--- src/rtl/gptc_pkg.sv ---
`timescale 1ns/100ps
package gptc_pkg;
  // word addresses of the register port
  localparam logic ADDR_COUNT = 1'b0;
  localparam logic ADDR_CTRL  = 1'b1;
  // control word field positions
  localparam int unsigned CTL_OVF_BIT = 0;
  localparam int unsigned CTL_IEN_BIT = 1;
  localparam int unsigned CTL_SEL_LSB = 2;
  // select code used after reset: divide-by-4 tap
  localparam int unsigned RESET_SEL_CODE = 1;
endpackage

--- src/rtl/tc_prescaler.sv ---
`timescale 1ns/100ps
module tc_prescaler #(
  parameter int unsigned TAPS  = 7,
  parameter int unsigned SEL_W = 3
) (
  input  logic             clk,
  input  logic             rst_n,
  input  logic [SEL_W-1:0] sel,
  input  logic             ext_tick,
  output logic             tick
);
  logic [TAPS-1:0] div_q;
  logic [TAPS-1:0] div_d;
  logic [TAPS:0]   src;

  always_comb div_d = div_q + TAPS'(1);

  always_ff @(posedge clk or negedge rst_n) begin
    if (!rst_n) div_q <= '0;
    else        div_q <= div_d;
  end

  // tap k fires once every 2^(k+1) clocks
  for (genvar k = 0; k < TAPS; k++) begin : g_tap
    assign src[k] = &div_q[k:0];
  end
  assign src[TAPS] = ext_tick;

  assign tick = src[sel];
endmodule

--- src/rtl/tc_ext_sync.sv ---
`timescale 1ns/100ps
module tc_ext_sync #(
  parameter int unsigned STAGES = 2
) (
  input  logic clk,
  input  logic rst_n,
  input  logic async_in,
  output logic rise
);
  logic [STAGES:0] sh_q;
  logic [STAGES:0] sh_d;

  always_comb sh_d = {sh_q[STAGES-1:0], async_in};

  always_ff @(posedge clk or negedge rst_n) begin
    if (!rst_n) sh_q <= '0;
    else        sh_q <= sh_d;
  end

  assign rise = sh_q[STAGES-1] & ~sh_q[STAGES];
endmodule

--- src/rtl/tc_count.sv ---
`timescale 1ns/100ps
module tc_count #(
  parameter int unsigned W = 16
) (
  input  logic         clk,
  input  logic         rst_n,
  input  logic         adv_en,
  input  logic         hold,
  input  logic         ld_en,
  input  logic [W-1:0] ld_val,
  output logic [W-1:0] count,
  output logic         wrap
);
  logic [W-1:0] cnt_d;
  logic         step;

  always_comb begin
    step  = adv_en & ~hold & ~ld_en;
    cnt_d = count;
    if (ld_en)     cnt_d = ld_val;
    else if (step) cnt_d = count + W'(1);
  end

  assign wrap = step & (&count);

  always_ff @(posedge clk or negedge rst_n) begin
    if (!rst_n) count <= '0;
    else        count <= cnt_d;
  end
endmodule

--- src/rtl/tc_ctrl.sv ---
`timescale 1ns/100ps
module tc_ctrl #(
  parameter int unsigned SEL_W   = 3,
  parameter int unsigned RST_SEL = 1
) (
  input  logic             clk,
  input  logic             rst_n,
  input  logic             wr_en,
  input  logic             wr_clr,
  input  logic             wr_ien,
  input  logic [SEL_W-1:0] wr_sel,
  input  logic             wrap,
  output logic [SEL_W-1:0] sel_q,
  output logic             ien_q,
  output logic             ovf_q
);
  logic [SEL_W-1:0] sel_d;
  logic             ien_d;
  logic             ovf_d;

  always_comb begin
    sel_d = wr_en ? wr_sel : sel_q;
    ien_d = wr_en ? wr_ien : ien_q;
    // a new wrap outranks a clear in the same cycle
    if (wrap)                 ovf_d = 1'b1;
    else if (wr_en && wr_clr) ovf_d = 1'b0;
    else                      ovf_d = ovf_q;
  end

  always_ff @(posedge clk or negedge rst_n) begin
    if (!rst_n) begin
      sel_q <= SEL_W'(RST_SEL);
      ien_q <= 1'b0;
      ovf_q <= 1'b0;
    end else begin
      sel_q <= sel_d;
      ien_q <= ien_d;
      ovf_q <= ovf_d;
    end
  end
endmodule

--- src/rtl/gp_tick_counter.sv ---
`timescale 1ns/100ps
module gp_tick_counter
  import gptc_pkg::*;
#(
  parameter int unsigned CNT_W       = 16,
  parameter int unsigned PRE_TAPS    = 7,
  parameter int unsigned SYNC_STAGES = 2
) (
  input  logic             clk,
  input  logic             rst_n,
  input  logic             ext_clk_in,
  input  logic             test_mode,
  input  logic             freeze_mode,
  input  logic             reg_wr,
  input  logic             reg_addr,
  input  logic [CNT_W-1:0] reg_wdata,
  output logic [CNT_W-1:0] reg_rdata,
  output logic             ovf_flag,
  output logic             irq
);
  localparam int unsigned SEL_W = $clog2(PRE_TAPS + 1);

  logic [1:0]       rst_sync_q;
  logic             rst_i;
  logic             ext_rise;
  logic             tick;
  logic             wr_count;
  logic             wr_ctrl;
  logic             wrap;
  logic             ien_q;
  logic [SEL_W-1:0] sel_q;
  logic [CNT_W-1:0] count_q;

  // asynchronous assertion, synchronous release
  always_ff @(posedge clk or negedge rst_n) begin
    if (!rst_n) rst_sync_q <= '0;
    else        rst_sync_q <= {rst_sync_q[0], 1'b1};
  end
  assign rst_i = rst_sync_q[1];

  assign wr_count = reg_wr & (reg_addr == ADDR_COUNT) & (test_mode | freeze_mode);
  assign wr_ctrl  = reg_wr & (reg_addr == ADDR_CTRL);

  tc_ext_sync #(.STAGES(SYNC_STAGES)) u_sync (
    .clk(clk), .rst_n(rst_i), .async_in(ext_clk_in), .rise(ext_rise)
  );

  tc_prescaler #(.TAPS(PRE_TAPS), .SEL_W(SEL_W)) u_pre (
    .clk(clk), .rst_n(rst_i), .sel(sel_q), .ext_tick(ext_rise), .tick(tick)
  );

  tc_count #(.W(CNT_W)) u_cnt (
    .clk(clk), .rst_n(rst_i), .adv_en(tick), .hold(freeze_mode),
    .ld_en(wr_count), .ld_val(reg_wdata), .count(count_q), .wrap(wrap)
  );

  tc_ctrl #(.SEL_W(SEL_W), .RST_SEL(RESET_SEL_CODE)) u_ctl (
    .clk(clk), .rst_n(rst_i), .wr_en(wr_ctrl),
    .wr_clr(reg_wdata[CTL_OVF_BIT]), .wr_ien(reg_wdata[CTL_IEN_BIT]),
    .wr_sel(reg_wdata[CTL_SEL_LSB +: SEL_W]), .wrap(wrap),
    .sel_q(sel_q), .ien_q(ien_q), .ovf_q(ovf_flag)
  );

  always_comb begin
    reg_rdata = '0;
    if (reg_addr == ADDR_CTRL) begin
      reg_rdata[CTL_OVF_BIT]             = ovf_flag;
      reg_rdata[CTL_IEN_BIT]             = ien_q;
      reg_rdata[CTL_SEL_LSB +: SEL_W]    = sel_q;
    end else begin
      reg_rdata = count_q;
    end
  end

  assign irq = ovf_flag & ien_q;
endmodule

--- config.mk ---
export PLATFORM = sky130hd
export DESIGN_NAME = gp_tick_counter
export DESIGN_NICKNAME = d
export VERILOG_FILES = /design/src/rtl/gptc_pkg.sv /design/src/rtl/tc_prescaler.sv /design/src/rtl/tc_ext_sync.sv /design/src/rtl/tc_count.sv /design/src/rtl/tc_ctrl.sv /design/src/rtl/gp_tick_counter.sv
export SDC_FILE = /design/constraint.sdc
export NUM_CORES = 1
export LEC_CHECK = 0
export BUFFER_PORTS_ARGS = -buffer_cell sky130_fd_sc_hd__buf_2
export CORE_MARGIN = 4
export CORE_UTILIZATION = 50
export DETAILED_ROUTE_END_ITERATION = 7
export HOLD_SLACK_MARGIN = 0.03
export PLACE_DENSITY = 0.74
export SLEW_MARGIN = 20
export SYNTH_ARGS = -nofsm -noshare
export SYNTH_HDL_FRONTEND = slang
export SYNTH_SLANG_ARGS = --single-unit
export TNS_END_PERCENT = 100
--- constraint.sdc ---
create_clock -name clk -period 3 [get_ports clk]
set_clock_uncertainty 0.2 [all_clocks]
set_input_delay 0.3 -clock clk [delete_from_list [all_inputs] [get_ports clk]]
set_output_delay 0.3 -clock clk [all_outputs]
set_load 0.1 [all_outputs]
==> results <==
- The most used flip-flop cell after synthesis is sky130_fd_sc_hd__dfrtp_1.
- The average vias per placed instance is 5.55.
- The number of global-route vias before repair is 1,543.
- Post-CTS repair changed the size of 0 cells.
- For this run, asynchronously set or reset flops after synthesis account for 1.00.
- The routed design has 4.23 mm of wire.
- The final critical-path required period is 2.60 ns.
- Data on the critical path is required at its endpoint by 3.01 ns.
- The I/O pin total is 41.
- Yosys attributes the largest share of cell area to sky130_fd_sc_hd__dfrtp_1 42%, sky130_fd_sc_hd__mux2_2 5.3%, sky130_fd_sc_hd__a31oi_1 3.6%.
- The largest area contributor in the netlist is sky130_fd_sc_hd__dfrtp_1.
- The depth of the CTS H-tree is 2.
- The die covers 4850 µm².
- The critical path in this run is classified as reg -> reg.
- TritonCTS built the clock tree.
- The share of synthesized area in the top cell type comes to 0.422.
- After detailed routing, the met3 layer carries 205 µm of wire.
- Yosys printed 0 warnings.
- The global-route wire length before repair is 7.02 mm.
- The final number of hold-violating endpoints is 0.
- The flow ran to the end, and the final reports show no timing, DRC or antenna violations.
- Of the cells placed in the final design, the portion with a size suffix greater than 1 is 0.277.
- The detailed router put a total of 2.01 mm of wire on met1.
- The total leakage power is 1.01 nW.
- For the final routed database, the setup TNS stands at 0 ns.
- In this run the core area contains 22 standard-cell rows.
- Detailed placement ended at an HPWL of 3.03 mm.
- Of all nets on the critical path, the largest fanout is 10.
- The final weighted congestion in routability-driven placement is 0.824.
- The number of clock sinks is 33.
- The start point of the worst min-delay path is reg_wdata[15].
- The cell count after synthesis is 197.
- The worst IR drop on VDD is 0.000452 V.
- The post-detailed-route wirelength per cell is 14.6 µm.
- The number of synthesized flops with an enable pin is 0.
- Global routing finished with a remaining overflow of 0.
- The category of the worst setup path launch point is a register.
- Derived from the worst setup path, the maximum achievable clock frequency is 384 MHz.
- The detailed router finished its first iteration with 80 violations.
- After detailed routing, the number of remaining DRC violations is 0.
- The arrival time reported for the critical path endpoint is 2.61 ns.
- The number of standard cells in the layout, taps in and fillers out is 290.
- The part of the cycle the worst path needs is 0.867.
- At the later pin of the worst-skew pair, clock insertion delay measures 0.29 ns.
- The worst flop-to-flop path startpoint is u_pre.div_q[0].
- Setup repair after global routing left no endpoint under its margin.
- The number of nets handed over by synthesis was 224.
- The clock buffer count from CTS is 5.
- The repair_antennas step left the layout with diodes totalling 0.
- The core region is 3660 µm².
- The number of buffers on the longest clock path is 2.
- The overall die height is 69.6 µm.
- The final antenna-violating net count is 0.
- The total power density per cell area is 718 nW/µm².
- The net total in the final layout is 268.
- The die is 69.6 µm wide.
- The initial utilization of the core area, before any placement, comes to 0.519.
- The number of optimization iterations in the first detailed-route pass is 4.
- The initial antenna violation count is 0.
- The cell area after technology mapping is 1900 µm².
- The buffer type at the clock tree root is sky130_fd_sc_hd__clkbuf_8.
- The library cell used most frequently in the layout, excluding fill and tap cells, is sky130_fd_sc_hd__buf_2.
- The share of the Yosys chip area taken by registers is 0.435.
- STA classifies the critical path endpoint as a register.
- The largest net degree at the start of global routing is 32.
- During placement, the flow inserted port buffers numbering 40.
- Dividing the synthesized area by the synthesized cell count gives 9.64 µm².
- The flip-flop and latch count after synthesis is 33.
- The number of max-slew violations in the final report is 0.
- From synthesis to final layout, the design area changed by 20.2%.
- The critical path starts at u_pre.div_q[0].
- The met2 layer wire length in the routed design is 1.93 mm.
- The global routing usage summed across all routing layers is 0.182.
- The number of different library cells in the post-synthesis netlist is 46.
- The uppermost layer routed is met4.
- The worst hold-check path type is in -> reg.
- The number of max-cap violations is 0.
- The clock-pin transition on the worst setup and hold timing paths is 0.07 ns.
- The number of fill cells in the layout is 333.
- In the layout the commonest cells are 40 x sky130_fd_sc_hd__buf_2, 32 x sky130_fd_sc_hd__dfrtp_1, 13 x sky130_fd_sc_hd__nor2_1.
- The routed layout has 1,609 vias.
- The final number of setup-violating endpoints is 0.
- The number of placed instances, taps included, is 279.
## cell families after synthesis
group	share of synthesized area
AND/OR/NAND/NOR	0.254
AO/OA/AOI/OAI	0.163
flip-flops	0.435
buffers and inverters	0.0468
multiplexers	0.0586
adder cells (fa/ha/maj)	0.0264
XOR/XNOR	0.0138
other	0.00197
## path summary, 6_finish.rpt
kind / end / slack, ns / depth (start not counted)
max: u_cnt.count[14] / 0.40 / 9
min: u_cnt.count[15] / 0.04 / 3
max reg2reg: u_cnt.count[14] / 0.40 / 9
min reg2reg: u_cnt.count[4] / 0.05 / 1
max in group asynchronous: u_ctl.sel_q[0] / 2.22 / 1
min in group asynchronous: u_cnt.count[4] / 0.05 / 1
## power breakdown
| part | leakage (nW) | internal (mW) | switching, mW | total (mW) |
|---|---|---|---|---|
| Sequential | 0.380 | 0.511 | 0.0883 | 0.599 |
| Combinational | 0.572 | 0.178 | 0.457 | 0.635 |
| Clock | 0.0552 | 0.246 | 0.159 | 0.405 |
## metal layers
layer | up-vias | GRT usage
met2 | 39 | 0.280
met3 | 6 | 0.0551
met4 | 0 | 0.0915
met5 | - | 0
met1 | 748 | 0.232
li1 | 816 | -
## cell usage after synthesis, types with 5 or more instances
master / instances
sky130_fd_sc_hd__or4_1: 7
sky130_fd_sc_hd__o211ai_1: 7
sky130_fd_sc_hd__nand2_1: 10
sky130_fd_sc_hd__clkbuf_1: 7
sky130_fd_sc_hd__dfrtp_1: 32
sky130_fd_sc_hd__inv_1: 6
sky130_fd_sc_hd__nand3_1: 11
sky130_fd_sc_hd__nor2b_1: 10
sky130_fd_sc_hd__nor3_1: 5
sky130_fd_sc_hd__o31ai_1: 6
sky130_fd_sc_hd__mux2_2: 9
sky130_fd_sc_hd__a31oi_1: 11
sky130_fd_sc_hd__and3_1: 7
sky130_fd_sc_hd__nor2_1: 13
sky130_fd_sc_hd__or3_1: 5
## area by class of cell
class | instances | area (µm²) | share of cell area
multi-input combinational | 146 | 990 | 0.434
inverter | 6 | 22.5 | 0.00987
tap | 48 | 60.1 | 0.0263
clock inverter | 2 | 35.0 | 0.0154
timing repair buffer | 49 | 275 | 0.121
clock buffer | 6 | 72.6 | 0.0318
sequential | 33 | 827 | 0.362
## critical path, stage by stage (launching register included)
cell	delay, ns
sky130_fd_sc_hd__dfrtp_1	0.42
sky130_fd_sc_hd__ha_1	0.21
sky130_fd_sc_hd__and3_1	0.22
sky130_fd_sc_hd__ha_1	0.18
sky130_fd_sc_hd__nand2b_1	0.06
sky130_fd_sc_hd__o221ai_1	0.19
sky130_fd_sc_hd__a31oi_2	0.12
sky130_fd_sc_hd__buf_4	0.22
sky130_fd_sc_hd__or4_1	0.52
sky130_fd_sc_hd__a31oi_1	0.17
## timing repair
action / 4_1_cts / 5_1_grt
hold endpoints to repair: 4 / 0
hold buffers: 3 / 0
buffers inserted: 0 / 0
## sequential cells by signal, summed over array words and instances, names as in the netlist
register,flops
u_cnt.count,16
u_pre.div_q,7
u_ctl.sel_q,3
u_sync.sh_q,3
rst_sync_q,2
u_ctl.ien_q,1
u_ctl.ovf_q,1
## stage by stage
step / cell area [µm²] / utilization / total power [mW] / setup WS (ns) / hold slack, ns
3_3_place_gp: 2140 / 0.586 / 1.23 / 0.543 / -0.114
4_1_cts: 2280 / 0.623 / 1.65 / 0.397 / 0.0381
5_1_grt: 2280 / 0.623 / 1.73 / 0.196 / 0.0584
6_report: 2280 / 0.623 / 1.64 / 0.398 / 0.0441
3_5_place_dp: 2140 / 0.586 / 1.24 / 0.446 / -0.111
2_1_floorplan: 1900 / - / 1.12 / 0.489 / -0.196
No activity file was read; power rests on OpenSTA's default activity.
